==> config.mk <==
export PLATFORM = sky130hd
export DESIGN_NAME = busy_arbiter
export DESIGN_NICKNAME = d
export VERILOG_FILES = /design/src/rtl/arb_pkg.sv /design/src/rtl/arb_ctrl.sv /design/src/rtl/arb_datapath.sv /design/src/rtl/busy_arbiter.sv
export SDC_FILE = /design/constraint.sdc
export NUM_CORES = 1
export LEC_CHECK = 0
export BUFFER_PORTS_ARGS = -buffer_cell sky130_fd_sc_hd__buf_2
export CAP_MARGIN = 10
export CORE_MARGIN = 1
export CORE_UTILIZATION = 23
export DETAILED_ROUTE_END_ITERATION = 8
export PLACE_DENSITY = 0.4
export SLEW_MARGIN = 20
export SYNTH_ARGS = -nofsm -noshare
export SYNTH_HDL_FRONTEND = slang
export SYNTH_SLANG_ARGS = --single-unit
==> constraint.sdc <==
create_clock -name clk -period 2.2 [get_ports clk]
set_clock_uncertainty 0.15 [all_clocks]
set_input_delay 0 -clock clk [delete_from_list [all_inputs] [get_ports clk]]
set_output_delay 0 -clock clk [all_outputs]
set_load 0.01 [all_outputs]
==> src/rtl/arb_pkg.sv <==
package arb_pkg;
  // Decision strobes from control to datapath: which port is held busy now.
  typedef struct packed {
    logic lBusy;
    logic rBusy;
  } busy_strobe_t;
endpackage

==> src/rtl/arb_ctrl.sv <==
module arb_ctrl
  import arb_pkg::*;
(
  input  logic         clk,
  input  logic         rstN,
  input  logic         match,
  input  logic         lChanged,
  input  logic         rChanged,
  output busy_strobe_t dec
);
  busy_strobe_t holdQ;

  // Decide the loser of the current cycle from arrival history.
  always_comb begin
    dec = '0;
    if (match) begin
      if (holdQ.lBusy || holdQ.rBusy) begin
        dec = holdQ;                 // keep the earlier decision while matched
      end else if (lChanged && !rChanged) begin
        dec.lBusy = 1'b1;            // left arrived later
      end else begin
        dec.rBusy = 1'b1;            // right later, or a tie won by left
      end
    end
  end

  always_ff @(posedge clk or negedge rstN) begin
    if (!rstN) holdQ <= '0;
    else       holdQ <= dec;
  end

  // on a match exactly one port is the loser
  p_one_loser_r4: assert property (@(posedge clk) disable iff (!rstN)
    match |-> ($countones({dec.lBusy, dec.rBusy}) == 1));

  // a loser stays the loser while the match lasts
  p_hold_r5: assert property (@(posedge clk) disable iff (!rstN)
    (match && dec.rBusy) ##1 match |-> dec.rBusy);
endmodule

==> src/rtl/arb_datapath.sv <==
module arb_datapath
  import arb_pkg::*;
#(
  parameter int ADDR_W = 10
) (
  input  logic              clk,
  input  logic              rstN,
  input  logic              slaveMode,
  input  logic              lEnN,
  input  logic [ADDR_W-1:0] lAddr,
  input  logic              lWrN,
  input  logic              rEnN,
  input  logic [ADDR_W-1:0] rAddr,
  input  logic              rWrN,
  input  logic              lBusyInN,
  input  logic              rBusyInN,
  input  busy_strobe_t      dec,
  output logic              match,
  output logic              lChanged,
  output logic              rChanged,
  output logic              lBusyN,
  output logic              rBusyN,
  output logic              lWrEn,
  output logic              rWrEn
);
  localparam int TAG_W = ADDR_W + 1;
  localparam logic [TAG_W-1:0] IDLE_TAG = {1'b1, {ADDR_W{1'b0}}};

  logic [TAG_W-1:0] lTag, rTag, lPrevQ, rPrevQ;
  logic lBusyEff, rBusyEff;

  assign lTag = {lEnN, lAddr};
  assign rTag = {rEnN, rAddr};

  assign match    = !lEnN && !rEnN && (lAddr == rAddr);
  assign lChanged = (lTag != lPrevQ);
  assign rChanged = (rTag != rPrevQ);

  // Effective busy for write gating: own decision in master, pins in slave.
  assign lBusyEff = slaveMode ? !lBusyInN : dec.lBusy;
  assign rBusyEff = slaveMode ? !rBusyInN : dec.rBusy;

  assign lWrEn = !lEnN && !lWrN && !lBusyEff;
  assign rWrEn = !rEnN && !rWrN && !rBusyEff;

  always_ff @(posedge clk or negedge rstN) begin
    if (!rstN) begin
      lPrevQ <= IDLE_TAG;
      rPrevQ <= IDLE_TAG;
      lBusyN <= 1'b1;
      rBusyN <= 1'b1;
    end else begin
      lPrevQ <= lTag;
      rPrevQ <= rTag;
      lBusyN <= !(dec.lBusy && !slaveMode);
      rBusyN <= !(dec.rBusy && !slaveMode);
    end
  end

  // busy outputs never low together
  p_never_both_r3: assert property (@(posedge clk) disable iff (!rstN)
    !(!lBusyN && !rBusyN));

  // no match means both busy pins high after the edge
  p_release_r5: assert property (@(posedge clk) disable iff (!rstN)
    !match |=> (lBusyN && rBusyN));

  // internal decision blocks writes in master mode
  p_wr_block_r6: assert property (@(posedge clk) disable iff (!rstN)
    (!slaveMode && (dec.lBusy || dec.rBusy)) |-> !(dec.lBusy && lWrEn) && !(dec.rBusy && rWrEn));

  // low busy input blocks writes in slave mode
  p_slave_block_r7: assert property (@(posedge clk) disable iff (!rstN)
    (slaveMode && !lBusyInN) |-> !lWrEn);

  // busy outputs rest high in slave mode
  p_slave_pins_r7: assert property (@(posedge clk) disable iff (!rstN)
    slaveMode |=> (lBusyN && rBusyN));
endmodule

==> src/rtl/busy_arbiter.sv <==
module busy_arbiter
  import arb_pkg::*;
#(
  parameter int ADDR_W = 10
) (
  input  logic              clk,
  input  logic              rstN,
  input  logic              slaveMode,
  input  logic              lEnN,
  input  logic [ADDR_W-1:0] lAddr,
  input  logic              lWrN,
  input  logic              rEnN,
  input  logic [ADDR_W-1:0] rAddr,
  input  logic              rWrN,
  input  logic              lBusyInN,
  input  logic              rBusyInN,
  output logic              lBusyN,
  output logic              rBusyN,
  output logic              lWrEn,
  output logic              rWrEn
);
  busy_strobe_t dec;
  logic match, lChanged, rChanged;

  arb_ctrl u_ctrl (
    .clk      (clk),
    .rstN     (rstN),
    .match    (match),
    .lChanged (lChanged),
    .rChanged (rChanged),
    .dec      (dec)
  );

  arb_datapath #(.ADDR_W(ADDR_W)) u_dp (
    .clk       (clk),
    .rstN      (rstN),
    .slaveMode (slaveMode),
    .lEnN      (lEnN),
    .lAddr     (lAddr),
    .lWrN      (lWrN),
    .rEnN      (rEnN),
    .rAddr     (rAddr),
    .rWrN      (rWrN),
    .lBusyInN  (lBusyInN),
    .rBusyInN  (rBusyInN),
    .dec       (dec),
    .match     (match),
    .lChanged  (lChanged),
    .rChanged  (rChanged),
    .lBusyN    (lBusyN),
    .rBusyN    (rBusyN),
    .lWrEn     (lWrEn),
    .rWrEn     (rWrEn)
  );
endmodule

Yosys cells after proc, flatten, opt, wreduce, memory -nomap -nowiden
Cells that the tools add are included.
{"block": "word_totals", "reg_bits": 26, "input_bits": 29}
{"block": "op_classes", "n_mux": 6, "n_reduce_logical": 22, "n_eq_ne": 3}
{"operator": "$ne 11x11->1", "n": 2}
{"operator": "$logic_not 1->1", "n": 12}
{"operator": "$eq 10x10->1", "n": 1}
{"operator": "$logic_and 1x1->1", "n": 9}
{"operator": "$mux 1", "n": 4}
{"operator": "$mux 2", "n": 2}
{"operator": "$logic_or 1x1->1", "n": 1}

Longest topological paths before layout
Gate-level depths: netlist of run 1.
{"block": "logic_depth", "word_depth": 9, "ltp_mapped": 5, "depth_no_buf": 5}

By module
From an unflattened synthesis of run 1, not the netlist that was laid out.
{"block": "hier_totals", "cells_unflattened": 83, "hier_area_um2": 1109.8}
{"mod": "arb_datapath", "seq_area_each_um2": 605.6, "n_inst": 1, "area_each_um2": 1018.5, "cells_per_inst": 75}
{"mod": "arb_ctrl", "seq_area_each_um2": 50.0, "n_inst": 1, "area_each_um2": 91.3, "cells_per_inst": 8}

Worst setup path before layout of run 1
OpenSTA, ideal clock, no wires.
{"block": "synth_path", "path_kind": "reg2out", "start": "register u_dp.rPrevQ[10]", "end": "output port lWrEn", "setup_slack_ns": 0.622, "required_time_ns": 2.050, "arrival_ns": 1.428, "n_path_buf": 0, "stages_incl_launch_ff": 6, "cell_sequence": "dfstp_2 -> xor2_1 -> nor4_2 -> nand4_1 -> o21ba_1 -> o31a_1"}
{"block": "synth_via", "elab_chain_len": 9}
{"item": "start: declaration", "line": "arb_datapath.sv:29", "text": "logic [TAG_W-1:0] lTag, rTag, lPrevQ, rPrevQ;"}
{"item": "start signal: assignment", "line": "arb_datapath.sv:54", "text": "rPrevQ <= rTag;"}
{"item": "$ne 11x11->1", "line": "arb_datapath.sv:37", "text": "assign rChanged = (rTag != rPrevQ);"}
{"item": "$logic_not 1->1", "line": "arb_ctrl.sv:19", "text": "end else if (lChanged && !rChanged) begin"}
{"item": "$logic_and 1x1->1", "line": "arb_ctrl.sv:19"}
{"item": "$mux 1", "line": "arb_ctrl.sv:19"}
{"item": "$mux 2", "line": "arb_ctrl.sv:17", "text": "if (holdQ.lBusy || holdQ.rBusy) begin"}
{"item": "$mux 2", "line": "arb_ctrl.sv:16", "text": "if (match) begin"}
{"item": "$mux 1", "line": "arb_datapath.sv:40", "text": "assign lBusyEff = slaveMode ? !lBusyInN : dec.lBusy;"}
{"item": "$logic_not 1->1", "line": "arb_datapath.sv:43", "text": "assign lWrEn = !lEnN && !lWrN && !lBusyEff;"}
{"item": "$logic_and 1x1->1", "line": "arb_datapath.sv:43"}
{"item": "end: declaration", "line": "busy_arbiter.sv:19", "text": "output logic lWrEn,"}
No other way between the ends.

Worst setup path in the final report of run 1
{"block": "layout_path", "start": "input port rAddr[2]", "end": "output port lWrEn"}
{"block": "layout_via", "elab_chain_len": 9, "word_cells_on_any_way": 11}
{"item": "start: declaration", "line": "busy_arbiter.sv:13", "text": "input logic [ADDR_W-1:0] rAddr,"}
{"item": "$ne 11x11->1", "line": "arb_datapath.sv:37"}
{"item": "$logic_not 1->1", "line": "arb_ctrl.sv:19"}
{"item": "$logic_and 1x1->1", "line": "arb_ctrl.sv:19"}
{"item": "$mux 1", "line": "arb_ctrl.sv:19"}
{"item": "$mux 2", "line": "arb_ctrl.sv:17"}
{"item": "$mux 2 *", "line": "arb_ctrl.sv:16"}
{"item": "$mux 1 *", "line": "arb_datapath.sv:40"}
{"item": "$logic_not 1->1 *", "line": "arb_datapath.sv:43"}
{"item": "$logic_and 1x1->1 *", "line": "arb_datapath.sv:43"}
Mark *: on every way between the ends. The rest lies on a longest branch, timed or not.

==> metrics.txt, run 1 <==
# TYPE chip_impl_metric gauge
chip_impl_info{name="run_status",value="finished, final reports clean"} 1
chip_impl_metric{name="intPower",unit="µW"} 712.8
chip_impl_metric{name="syn_inst",unit=""} 89
chip_impl_metric{name="clock-sinks",unit=""} 26
chip_impl_metric{name="synth-async-reset-ratio",unit="%"} 100.0
chip_impl_metric{name="share_seq_of_total_power",unit="%"} 54.1
chip_impl_metric{name="switching_share",unit="%"} 24.07
chip_impl_metric{name="route.detailed.wl_per_inst",unit="µm"} 11.33
chip_impl_metric{name="r2r_setup_slack",unit="ns"} 0.54
chip_impl_metric{name="syn-num-nets",unit=""} 118
chip_impl_metric{name="fin_total_pwr",unit="µW"} 938.7
chip_impl_metric{name="drt-initial-drc-count",unit=""} 28
chip_impl_metric{name="timing.critical_path.fanout_max",unit=""} 3
chip_impl_metric{name="finalWirelength",unit="µm"} 2458
chip_impl_metric{name="switchingPower",unit="µW"} 226.0
chip_impl_metric{name="cell_area_after_synthesis",unit="µm²"} 1125
chip_impl_metric{name="reg2regPathDepth",unit=""} 5
chip_impl_metric{name="post_route_cells_drive_above_1_share",unit="%"} 28.67
chip_impl_metric{name="clock_path_buffers",unit=""} 2
chip_impl_metric{name="clk_transition_reported_paths",unit="ns"} 0.09
chip_impl_info{name="ys.flop_type",value="dfrtp_1"} 1
chip_impl_metric{name="powerDensity",unit="nW/µm²"} 564.9
chip_impl_metric{name="ys_ff_latch",unit=""} 26
chip_impl_metric{name="detail_route.drc_violations",unit=""} 0
chip_impl_metric{name="timing.fmax",unit="MHz"} 478.8
chip_impl_info{name="tritoncts",value="yes"} 1
chip_impl_metric{name="critical_path_required",unit="ns"} 2.05
chip_impl_metric{name="placementRows",unit=""} 25
chip_impl_metric{name="antenna_cells_inserted",unit=""} 0
chip_impl_metric{name="stdcell_count",unit=""} 217
chip_impl_metric{name="count_of_synthesis_stage_warnings_from_yosys",unit=""} 0
chip_impl_metric{name="ys_seq_area_share",unit="%"} 58.29
chip_impl_metric{name="clk_latency",unit="ns"} 0.27
chip_impl_metric{name="antenna_found_initial",unit=""} 0
chip_impl_metric{name="finalCriticalPeriod",unit="ns"} 2.089
chip_impl_metric{name="postSynthAreaPerCell",unit="µm²"} 12.64
chip_impl_metric{name="firstDrtPassIters",unit=""} 4
chip_impl_metric{name="ir_drop",unit="mV"} 0.2118
chip_impl_metric{name="placed_cells",unit=""} 188
chip_impl_metric{name="die_width",unit="µm"} 71.93
chip_impl_metric{name="timing.slew.headroom",unit="%"} 60.48
chip_impl_metric{name="core_area",unit="µm²"} 4723
chip_impl_metric{name="worst_hold_slack",unit="ns"} 0.1098
chip_impl_metric{name="num_io_pins",unit=""} 33
chip_impl_metric{name="grt_max_degree",unit=""} 27
chip_impl_metric{name="max_cap_viol_count",unit=""} 0
chip_impl_metric{name="fin_util",unit="%"} 35.18
chip_impl_metric{name="first_pass_grt_wire_length",unit="µm"} 3960
chip_impl_metric{name="via_count",unit=""} 844
chip_impl_info{name="worstSetupEndpointType",value="primary output"} 1
chip_impl_info{name="timing_worst_setup_path_type",value="in2out"} 1
chip_impl_metric{name="drt-vias-per-instance",unit=""} 3.889
chip_impl_metric{name="syn2layout_area_growth",unit="%"} 47.72
chip_impl_metric{name="cts_htree_levels",unit=""} 1
chip_impl_metric{name="first_global_vias",unit=""} 789
chip_impl_info{name="cts_root_buf",value="clkbuf_8"} 1
chip_impl_metric{name="start_util",unit="%"} 23.81
chip_impl_metric{name="total_global_routing_overflow",unit=""} 0
chip_impl_metric{name="gp_congestion",unit=""} 0.6802
chip_impl_metric{name="final_nets",unit=""} 180
chip_impl_metric{name="numCtsBuffers",unit=""} 3
chip_impl_metric{name="totalNegativeSetupSlack",unit="ns"} 0
chip_impl_info{name="rsz0062_at_grt",value="false"} 1
chip_impl_metric{name="leak_pwr",unit="nW"} 0.7131
chip_impl_metric{name="die_area",unit="µm²"} 5174
chip_impl_metric{name="hold_viol",unit=""} 0
chip_impl_metric{name="setup_violations",unit=""} 0
chip_impl_metric{name="comb_power_share",unit="%"} 16.5
chip_impl_metric{name="synth_cell_types",unit=""} 22
chip_impl_metric{name="ant_nets",unit=""} 0
chip_impl_metric{name="power.clock.fraction",unit="%"} 29.4
chip_impl_metric{name="gr-usage-all-layers",unit="%"} 10.31
chip_impl_metric{name="synth_edf_count",unit=""} 0
chip_impl_info{name="timing.hold.worst.class",value="in2async"} 1
chip_impl_info{name="critical_path_startpoint_category",value="input port"} 1
chip_impl_metric{name="crit_arrival",unit="ns"} 1.94
chip_impl_metric{name="max_transition_viols_final",unit=""} 0
chip_impl_metric{name="period_share",unit="%"} 94.94
chip_impl_metric{name="numPortBuffers",unit=""} 32
chip_impl_metric{name="slew_at_the_pin_closest_to_its_max_slew_limit",unit="ns"} 0.5929
chip_impl_metric{name="die_height",unit="µm"} 71.93
kinds of logic (layout without fill, tap and decap cells):
group                     after synthesis  in the layout  share of synthesized area, %
xor gates and xnor gates               32             32                         24.92
DFF                                    26             26                         58.29
and+or+nand+nor                        21             21                         11.34
AOI/OAI and AO/OA                       7              7                         4.450
buffers and inverters                   3             64                         1.001
worst paths after layout:
| kind | start | end |
|---|---|---|
| max in group asynchronous | rstN | u_dp.lPrevQ[3] |
| setup / recovery | rAddr[2] | lWrEn |
| hold / removal | rstN | u_dp.rPrevQ[5] |
| hold reg to reg | u_ctrl.holdQ[0] | u_ctrl.holdQ[0] |
| min in group clk | lWrN | lWrEn |
| setup reg to reg | u_dp.rPrevQ[5] | u_dp.lBusyN |
synthesized netlist by cell type, types with 2 or more instances:
cell type	number	area, µm²
nor4_2	2	25.02
nor3_1	3	15.01
inv_1	3	11.26
nand4_1	4	25.02
xnor2_1	11	96.34
dfstp_2	4	105.1
nand3_1	3	15.01
dfrtp_1	22	550.5
nor2_1	4	15.01
xor2_1	21	183.9
layout make-up:
| type | instances | area (µm²) |
|---|---|---|
| repair buffers | 57 | 407.9 |
| well taps | 67 | 83.83 |
| multi-input cells | 60 | 457.9 |
| flip-flops and latches | 26 | 655.6 |
| clock buffers | 4 | 45.04 |
| inverters | 3 | 11.26 |
| fillers | 492 | 3062 |
cells in the final DEF (no fill, tap or decap), types with 2 or more instances in the layout:
master / synthesis / routed
xor2_1: 21 / 21
nor4_2: 2 / 2
clkbuf_8: 0 / 3
dlygate4sd3_1: 0 / 24
dfstp_2: 4 / 4
nor2_1: 4 / 4
buf_2: 0 / 32
xnor2_1: 11 / 11
nand4_1: 4 / 4
dfrtp_1: 22 / 22
nor3_1: 3 / 3
inv_1: 3 / 3
nand3_1: 3 / 3
metal layers:
layer	GRT usage (%)	vias to the layer above	part of all wire, %
met5	0	-	0
met4	5.229	0	1.8
met3	1.667	4	3.6
met2	16.77	21	48
met1	13.33	399	46
li1	-	420	-
flip-flops by register name, indices dropped and copies added, names as in the netlist:
| name | flops |
|---|---|
| u_ctrl.holdQ | 2 |
| u_dp.lBusyN | 1 |
| u_dp.lPrevQ | 11 |
| u_dp.rBusyN | 1 |
| u_dp.rPrevQ | 11 |
per-stage QoR:
stage	setup slack, ns	instance area (µm²)
after floorplan	0.6217	1125
after global placement	0.4527	1369
after detailed placement	0.3920	1369
after CTS	0.07286	1654
after global routing	0.01545	1662
final	0.1113	1662
what timing repair did:
item,CTS,global route
hold endpoints to repair,50,0
resized for setup,0,0
setup buffers,0,1
hold buffers,24,0
endpoints found under the setup margin,0,2
worst max-delay path, cell delays in order:
cell           delay [ns]
dlygate4sd3_1        0.53
buf_2                0.15
xor2_1               0.15
nor4_2               0.34
nand4_1              0.17
o21ba_1              0.22
o31a_1               0.24
buf_2                0.14
power groups by stage:
| stage | Combinational (mW) | Sequential [mW] | Clock [mW] |
|---|---|---|---|
| finish | 0.155 | 0.508 | 0.276 |
| global route | 0.172 | 0.510 | 0.311 |
| CTS | 0.157 | 0.509 | 0.291 |
| detailed placement | 0.124 | 0.518 | 0 |
| global placement | 0.124 | 0.517 | 0 |
| floorplan | 0.0572 | 0.517 | 0 |
No activity file was read; power rests on OpenSTA's default activity.
==> run 2: changes to the inputs <==
--- a/config.mk
+++ b/config.mk
@@ -10,7 +10,6 @@
 export CORE_MARGIN = 1
 export CORE_UTILIZATION = 23
 export DETAILED_ROUTE_END_ITERATION = 8
-export PLACE_DENSITY = 0.4
 export SLEW_MARGIN = 20
 export SYNTH_ARGS = -nofsm -noshare
 export SYNTH_HDL_FRONTEND = slang
==> run 2 against run 1 <==
Wire length decreased by 3.6%. Utilization up 0.40 points. Sequential power is essentially flat. Critical path depth down 2. Count of clock-buffer cells in the layout decreased by 1. Critical path type is now reg2out. Largest cell class unchanged. Highest routed layer unchanged.
==> metrics.txt, run 2 (synthesized netlist as in run 1, its figures left out) <==
# TYPE chip_impl_metric gauge
chip_impl_info{name="layout_commonest_cell",value="buf_2"} 1
chip_impl_metric{name="clk_latency",unit="ns"} 0.28
chip_impl_metric{name="total_global_routing_overflow",unit=""} 0
chip_impl_metric{name="final_critical_path_setup_slack",unit="ns"} 0.1376
chip_impl_metric{name="numCtsBuffers",unit=""} 3
chip_impl_metric{name="hpwlAfterDp",unit="µm"} 1768
chip_impl_metric{name="syn2layout_area_growth",unit="%"} 49.39
chip_impl_metric{name="r2r_setup_slack",unit="ns"} 0.57
chip_impl_metric{name="antenna_found_initial",unit=""} 0
chip_impl_metric{name="ir_drop",unit="mV"} 0.4149
chip_impl_info{name="top_regs",value="u_dp.lPrevQ: 11 flops, u_dp.rPrevQ: 11 flops, u_ctrl.holdQ: 2 flops"} 1
chip_impl_metric{name="first_global_vias",unit=""} 859
chip_impl_info{name="layout_common_cells",value="32 x buf_2, 24 x dlygate4sd3_1, 22 x dfrtp_1"} 1
chip_impl_metric{name="numPortBuffers",unit=""} 32
chip_impl_metric{name="gr-usage-all-layers",unit="%"} 10.51
chip_impl_metric{name="reg2regPathDepth",unit=""} 5
chip_impl_info{name="tritoncts",value="yes"} 1
chip_impl_metric{name="start_util",unit="%"} 23.81
chip_impl_metric{name="cts_htree_levels",unit=""} 1
chip_impl_info{name="timing_worst_setup_path_type",value="reg2out"} 1
chip_impl_metric{name="route.detailed.wl_per_inst",unit="µm"} 10.97
chip_impl_info{name="timing.hold.worst.class",value="in2async"} 1
chip_impl_metric{name="antenna_cells_inserted",unit=""} 0
chip_impl_metric{name="grt_max_degree",unit=""} 27
chip_impl_metric{name="critical_path_required",unit="ns"} 2.05
chip_impl_metric{name="drt-vias-per-instance",unit=""} 3.764
chip_impl_metric{name="max_transition_viols_final",unit=""} 0
chip_impl_metric{name="die_width",unit="µm"} 71.93
chip_impl_metric{name="via_count",unit=""} 813
chip_impl_metric{name="final_nets",unit=""} 179
chip_impl_metric{name="timing.fmax",unit="MHz"} 484.9
chip_impl_metric{name="crit_arrival",unit="ns"} 1.91
chip_impl_metric{name="timing.critical_path.fanout_max",unit=""} 3
chip_impl_metric{name="num_io_pins",unit=""} 33
chip_impl_metric{name="ant_nets",unit=""} 0
chip_impl_metric{name="core_area",unit="µm²"} 4723
chip_impl_metric{name="clock_path_buffers",unit=""} 2
chip_impl_metric{name="leak_pwr",unit="nW"} 0.7206
chip_impl_metric{name="powerDensity",unit="nW/µm²"} 631.1
chip_impl_metric{name="first_pass_grt_wire_length",unit="µm"} 4015
chip_impl_metric{name="clk_transition_reported_paths",unit="ns"} 0.09
chip_impl_metric{name="timing.slew.headroom",unit="%"} 60.52
chip_impl_info{name="run_status",value="finished, final reports clean"} 1
chip_impl_metric{name="die_height",unit="µm"} 71.93
chip_impl_metric{name="finalWirelength",unit="µm"} 2370
chip_impl_info{name="worstSetupEndpointType",value="primary output"} 1
chip_impl_metric{name="slew_at_the_pin_closest_to_its_max_slew_limit",unit="ns"} 0.5922
chip_impl_metric{name="detail_route.drc_violations",unit=""} 0
chip_impl_metric{name="place_worst_setup_slack",unit="ns"} 0.4459
chip_impl_metric{name="clock-sinks",unit=""} 26
chip_impl_metric{name="cts_repair_resize_count",unit=""} 0
chip_impl_metric{name="die_area",unit="µm²"} 5174
chip_impl_metric{name="placementRows",unit=""} 25
chip_impl_metric{name="period_share",unit="%"} 93.75
chip_impl_metric{name="drt-initial-drc-count",unit=""} 15
chip_impl_info{name="timing.rr.end",value="u_dp.lBusyN"} 1
chip_impl_info{name="critical_path_startpoint_category",value="register"} 1
chip_impl_metric{name="fillers",unit=""} 479
chip_impl_metric{name="post_route_cells_drive_above_1_share",unit="%"} 28.86
chip_impl_metric{name="setup_violations",unit=""} 0
chip_impl_info{name="rsz0062_at_grt",value="false"} 1
chip_impl_metric{name="finalCriticalPeriod",unit="ns"} 2.062
chip_impl_info{name="cts_root_buf",value="clkbuf_8"} 1
chip_impl_metric{name="gp_congestion",unit=""} 0.7220
chip_impl_metric{name="max_cap_viol_count",unit=""} 0
chip_impl_metric{name="firstDrtPassIters",unit=""} 4
chip_impl_metric{name="hold_viol",unit=""} 0
chip_impl_info{name="reg2reg_launch_point",value="u_dp.lPrevQ[10]"} 1
chip_impl_metric{name="totalNegativeSetupSlack",unit="ns"} 0
## run 2: layer usage
metal	routed length, µm	track usage, %	share of wire (%)	up-vias
met5	0	0	0	-
met4	34	3.268	1.4	0
met3	134	3.750	5.7	4
met2	1049	15.72	44	28
met1	1151	14.30	49	363
li1	-	-	-	418
## run 2: cell type report
cell class / instances / area, µm² / area share [%]
sequential: 26 / 655.6 / 39.02
multi-input combinational: 60 / 457.9 / 27.25
timing repair buffer: 56 / 400.4 / 23.83
tap: 67 / 83.83 / 4.989
clock buffer: 3 / 41.29 / 2.457
clock inverter: 1 / 30.03 / 1.787
inverter: 3 / 11.26 / 0.6701
## run 2: critical path, stage by stage (launching register included)
cell	delay, ns
dfstp_2	0.53
xor2_1	0.07
nor4_2	0.30
nand4_1	0.14
o21ba_1	0.21
o31a_1	0.24
buf_2	0.14
## run 2: per-stage QoR
stage / area, µm² / cells / hold WS [ns] / utilization [%] / power [mW]
after CTS: 1680 / 216 / 0.1225 / 35.58 / 1.076
after detailed placement: 1369 / 188 / -0.1151 / 28.98 / 0.6396
after global routing: 1680 / 216 / 0.1560 / 35.58 / 1.111
after global placement: 1369 / 188 / -0.1201 / 28.98 / 0.6383
final: 1680 / 216 / 0.1072 / 35.58 / 1.061
after floorplan: 1125 / 89 / -0.4456 / - / 0.5740
## run 2: timing repair
action | CTS | global route
endpoints found under the hold margin | 50 | 0
hold buffers | 24 | 0
buffers inserted | 0 | 0
## run 2: power breakdown
part           leakage (nW)  switching [mW]  internal (mW)  total [mW]
sequential            0.303         0.00841          0.500       0.508
combinational         0.382          0.0697         0.0825       0.152
clock                0.0357           0.156          0.244       0.400
total                 0.721           0.235          0.826        1.06
## run 2: worst max path at each step
stage                    startpoint     to  slack, ns
global route               rAddr[2]  rWrEn       0.05
finish              u_dp.rPrevQ[10]  lWrEn       0.14
floorplan           u_dp.rPrevQ[10]  lWrEn       0.62
global placement    u_dp.rPrevQ[10]  lWrEn       0.46
CTS                 u_dp.rPrevQ[10]  lWrEn       0.14
detailed placement  u_dp.rPrevQ[10]  lWrEn       0.45
==> run 3: changes to the inputs <==
--- a/config.mk
+++ b/config.mk
@@ -10,6 +10,7 @@
 export CORE_MARGIN = 1
 export CORE_UTILIZATION = 23
 export DETAILED_ROUTE_END_ITERATION = 8
+export PLACE_DENSITY = 0.45
 export SLEW_MARGIN = 20
 export SYNTH_ARGS = -nofsm -noshare
 export SYNTH_HDL_FRONTEND = slang
==> run 3 against run 2 <==
Cell count did not move. Highest routed layer unchanged. Worst hold slack got worse by 0.0011 ns. Largest cell class unchanged. Flip-flop and latch count unchanged. Largest power group unchanged. Combinational power barely moved. Sequential power barely moved. Critical endpoint unchanged. Count of clock-buffer cells in the layout grew 1.
==> metrics.txt, run 3 (synthesized netlist as in run 1, its figures left out) <==
# TYPE chip_impl_metric gauge
chip_impl_info{name="run_status",value="finished, final reports clean"} 1
chip_impl_metric{name="clock-sinks",unit=""} 26
chip_impl_metric{name="antenna_cells_inserted",unit=""} 0
chip_impl_metric{name="cp.depth",unit=""} 6
chip_impl_metric{name="finalCriticalPeriod",unit="ns"} 2.081
chip_impl_metric{name="reg2regPathDepth",unit=""} 5
chip_impl_metric{name="cts.repair_timing.setup_buffer_count",unit=""} 0
chip_impl_info{name="timing_worst_setup_path_type",value="reg2out"} 1
chip_impl_info{name="worstSetupEndpointType",value="primary output"} 1
chip_impl_metric{name="detail_route.drc_violations",unit=""} 0
chip_impl_metric{name="die_height",unit="µm"} 71.93
chip_impl_info{name="critical_path_startpoint_category",value="register"} 1
chip_impl_metric{name="gp_congestion",unit=""} 0.7067
chip_impl_metric{name="cts_htree_levels",unit=""} 1
chip_impl_metric{name="numCtsBuffers",unit=""} 3
chip_impl_metric{name="total_global_routing_overflow",unit=""} 0
chip_impl_metric{name="critical_path.max_stage_delay",unit="ns"} 0.54
chip_impl_metric{name="drt-initial-drc-count",unit=""} 41
chip_impl_metric{name="finalWirelength",unit="µm"} 2428
chip_impl_metric{name="num_io_pins",unit=""} 33
chip_impl_metric{name="first_pass_grt_wire_length",unit="µm"} 4243
chip_impl_metric{name="numPortBuffers",unit=""} 32
chip_impl_metric{name="slew_at_the_pin_closest_to_its_max_slew_limit",unit="ns"} 0.5828
chip_impl_info{name="layout_commonest_cell",value="buf_2"} 1
chip_impl_metric{name="ir_drop",unit="mV"} 0.2374
chip_impl_info{name="top_regs",value="u_dp.lPrevQ: 11 flops, u_dp.rPrevQ: 11 flops, u_ctrl.holdQ: 2 flops"} 1
chip_impl_metric{name="gr-usage-all-layers",unit="%"} 11.00
chip_impl_metric{name="drt-vias-per-instance",unit=""} 3.810
chip_impl_info{name="crit_start",value="u_dp.rPrevQ[10]"} 1
chip_impl_metric{name="intPower",unit="µW"} 711.7
chip_impl_metric{name="post_route_cells_drive_above_1_share",unit="%"} 28.19
chip_impl_metric{name="final_nets",unit=""} 179
chip_impl_info{name="timing.critical_path.to",value="lWrEn"} 1
chip_impl_metric{name="switchingPower",unit="µW"} 224.6
chip_impl_info{name="critical-path-top-delay-family",value="flip-flops"} 1
chip_impl_metric{name="via_count",unit=""} 823
chip_impl_metric{name="route.detailed.wl_per_inst",unit="µm"} 11.24
chip_impl_metric{name="clk_transition_reported_paths",unit="ns"} 0.09
chip_impl_metric{name="timing.critical_path.fanout_max",unit=""} 3
chip_impl_metric{name="worst_hold_slack",unit="ns"} 0.1061
chip_impl_metric{name="syn2layout_area_growth",unit="%"} 47.05
chip_impl_metric{name="firstDrtPassIters",unit=""} 2
chip_impl_info{name="crit_path_top_delay_cell",value="dfstp_2"} 1
chip_impl_metric{name="setup_violations",unit=""} 0
chip_impl_info{name="tritoncts",value="yes"} 1
chip_impl_metric{name="clk_latency",unit="ns"} 0.27
chip_impl_metric{name="crit_arrival",unit="ns"} 1.93
chip_impl_metric{name="cts_repair_resize_count",unit=""} 0
chip_impl_info{name="reg2reg_launch_point",value="u_dp.rPrevQ[10]"} 1
chip_impl_metric{name="period_share",unit="%"} 94.61
chip_impl_info{name="timing.hold.worst.class",value="in2async"} 1
chip_impl_metric{name="die_area",unit="µm²"} 5174
chip_impl_metric{name="totalNegativeSetupSlack",unit="ns"} 0
chip_impl_metric{name="placementRows",unit=""} 25
chip_impl_metric{name="worstPathBufferInverterCount",unit=""} 1
chip_impl_metric{name="r2r_setup_slack",unit="ns"} 0.54
chip_impl_metric{name="antenna_found_initial",unit=""} 0
chip_impl_metric{name="timing.slew.headroom",unit="%"} 61.15
chip_impl_metric{name="switching_share",unit="%"} 23.99
chip_impl_metric{name="cts_hold_buf",unit=""} 24
chip_impl_metric{name="hold_viol",unit=""} 0
chip_impl_info{name="rsz0062_at_grt",value="false"} 1
chip_impl_metric{name="core_area",unit="µm²"} 4723
chip_impl_info{name="cp_cell_sequence",value="xor2_1 -> nor4_2 -> nand4_1 -> o21ba_1 -> o31a_1 -> buf_2"} 1
chip_impl_info{name="timing.rr.end",value="u_dp.lBusyN"} 1
chip_impl_metric{name="hpwlAfterDp",unit="µm"} 1793
chip_impl_info{name="layout_common_cells",value="32 x buf_2, 24 x dlygate4sd3_1, 22 x dfrtp_1"} 1
chip_impl_metric{name="max_cap_viol_count",unit=""} 0
chip_impl_metric{name="comb_power_share",unit="%"} 16.2
chip_impl_metric{name="clock_path_buffers",unit=""} 2
chip_impl_metric{name="fin_total_pwr",unit="µW"} 936.4
chip_impl_info{name="cts_root_buf",value="clkbuf_8"} 1
chip_impl_metric{name="max_transition_viols_final",unit=""} 0
chip_impl_metric{name="powerDensity",unit="nW/µm²"} 566.1
chip_impl_metric{name="start_util",unit="%"} 23.81
chip_impl_metric{name="ant_nets",unit=""} 0
chip_impl_metric{name="share_seq_of_total_power",unit="%"} 54.3
chip_impl_metric{name="critical_path_required",unit="ns"} 2.05
chip_impl_metric{name="power.clock.fraction",unit="%"} 29.5
chip_impl_metric{name="timing.fmax",unit="MHz"} 480.4
chip_impl_metric{name="die_width",unit="µm"} 71.93
chip_impl_metric{name="grt_max_degree",unit=""} 27
chip_impl_metric{name="first_global_vias",unit=""} 879
chip_impl_metric{name="leak_pwr",unit="nW"} 0.7077
-- run 3: cell types whose count changed in the layout (fill, tap and decap cells not counted), sizes merged --
cell    change
bufinv      -1
clkbuf      +1
-- run 3: worst min-delay path by stage --
stage	slack, ns	startpoint	to
2_1_floorplan	-0.45	rstN	u_ctrl.holdQ[0]
3_3_place_gp	-0.12	rstN	u_dp.lPrevQ[5]
3_5_place_dp	-0.11	rstN	u_dp.rPrevQ[5]
4_1_cts	0.14	rstN	u_dp.rPrevQ[5]
5_1_grt	0.17	rstN	u_dp.rPrevQ[5]
6_report	0.11	rstN	u_dp.rPrevQ[5]
-- run 3: per-layer routing --
metal	share of wire, %	up-vias	track usage [%]
li1	-	420	-
met1	47	376	13.78
met2	47	23	18.34
met3	3.4	4	1.250
met4	2.5	0	6.536
met5	0	-	0
-- run 3: power groups by stage --
| stage | registers [mW] | clock network, mW | logic, mW |
|---|---|---|---|
| 3_3_place_gp | 0.517 | 0 | 0.122 |
| 4_1_cts | 0.509 | 0.290 | 0.156 |
| 2_1_floorplan | 0.517 | 0 | 0.0572 |
| 5_1_grt | 0.511 | 0.307 | 0.171 |
| 6_report | 0.509 | 0.276 | 0.152 |
| 3_5_place_dp | 0.518 | 0 | 0.123 |
-- run 3: layout make-up --
cell class | count | area, µm²
Inverter | 3 | 11.26
Tap cell | 67 | 83.83
Fill cell | 505 | 3069
Sequential cell | 26 | 655.6
Clock buffer | 4 | 45.04
Multi-Input combinational cell | 60 | 457.9
Timing Repair Buffer | 56 | 400.4
-- run 3: through the flow --
| step | utilization [%] | instances | worst slack (ns) | instance area (µm²) |
|---|---|---|---|---|
| final | 35.02 | 216 | 0.1185 | 1654 |
| after detailed placement | 28.98 | 188 | 0.4255 | 1369 |
| after floorplan | - | 89 | 0.6217 | 1125 |
| after global routing | 35.02 | 216 | 0.01798 | 1654 |
| after global placement | 28.98 | 188 | 0.4586 | 1369 |
| after CTS | 35.02 | 216 | 0.1054 | 1654 |
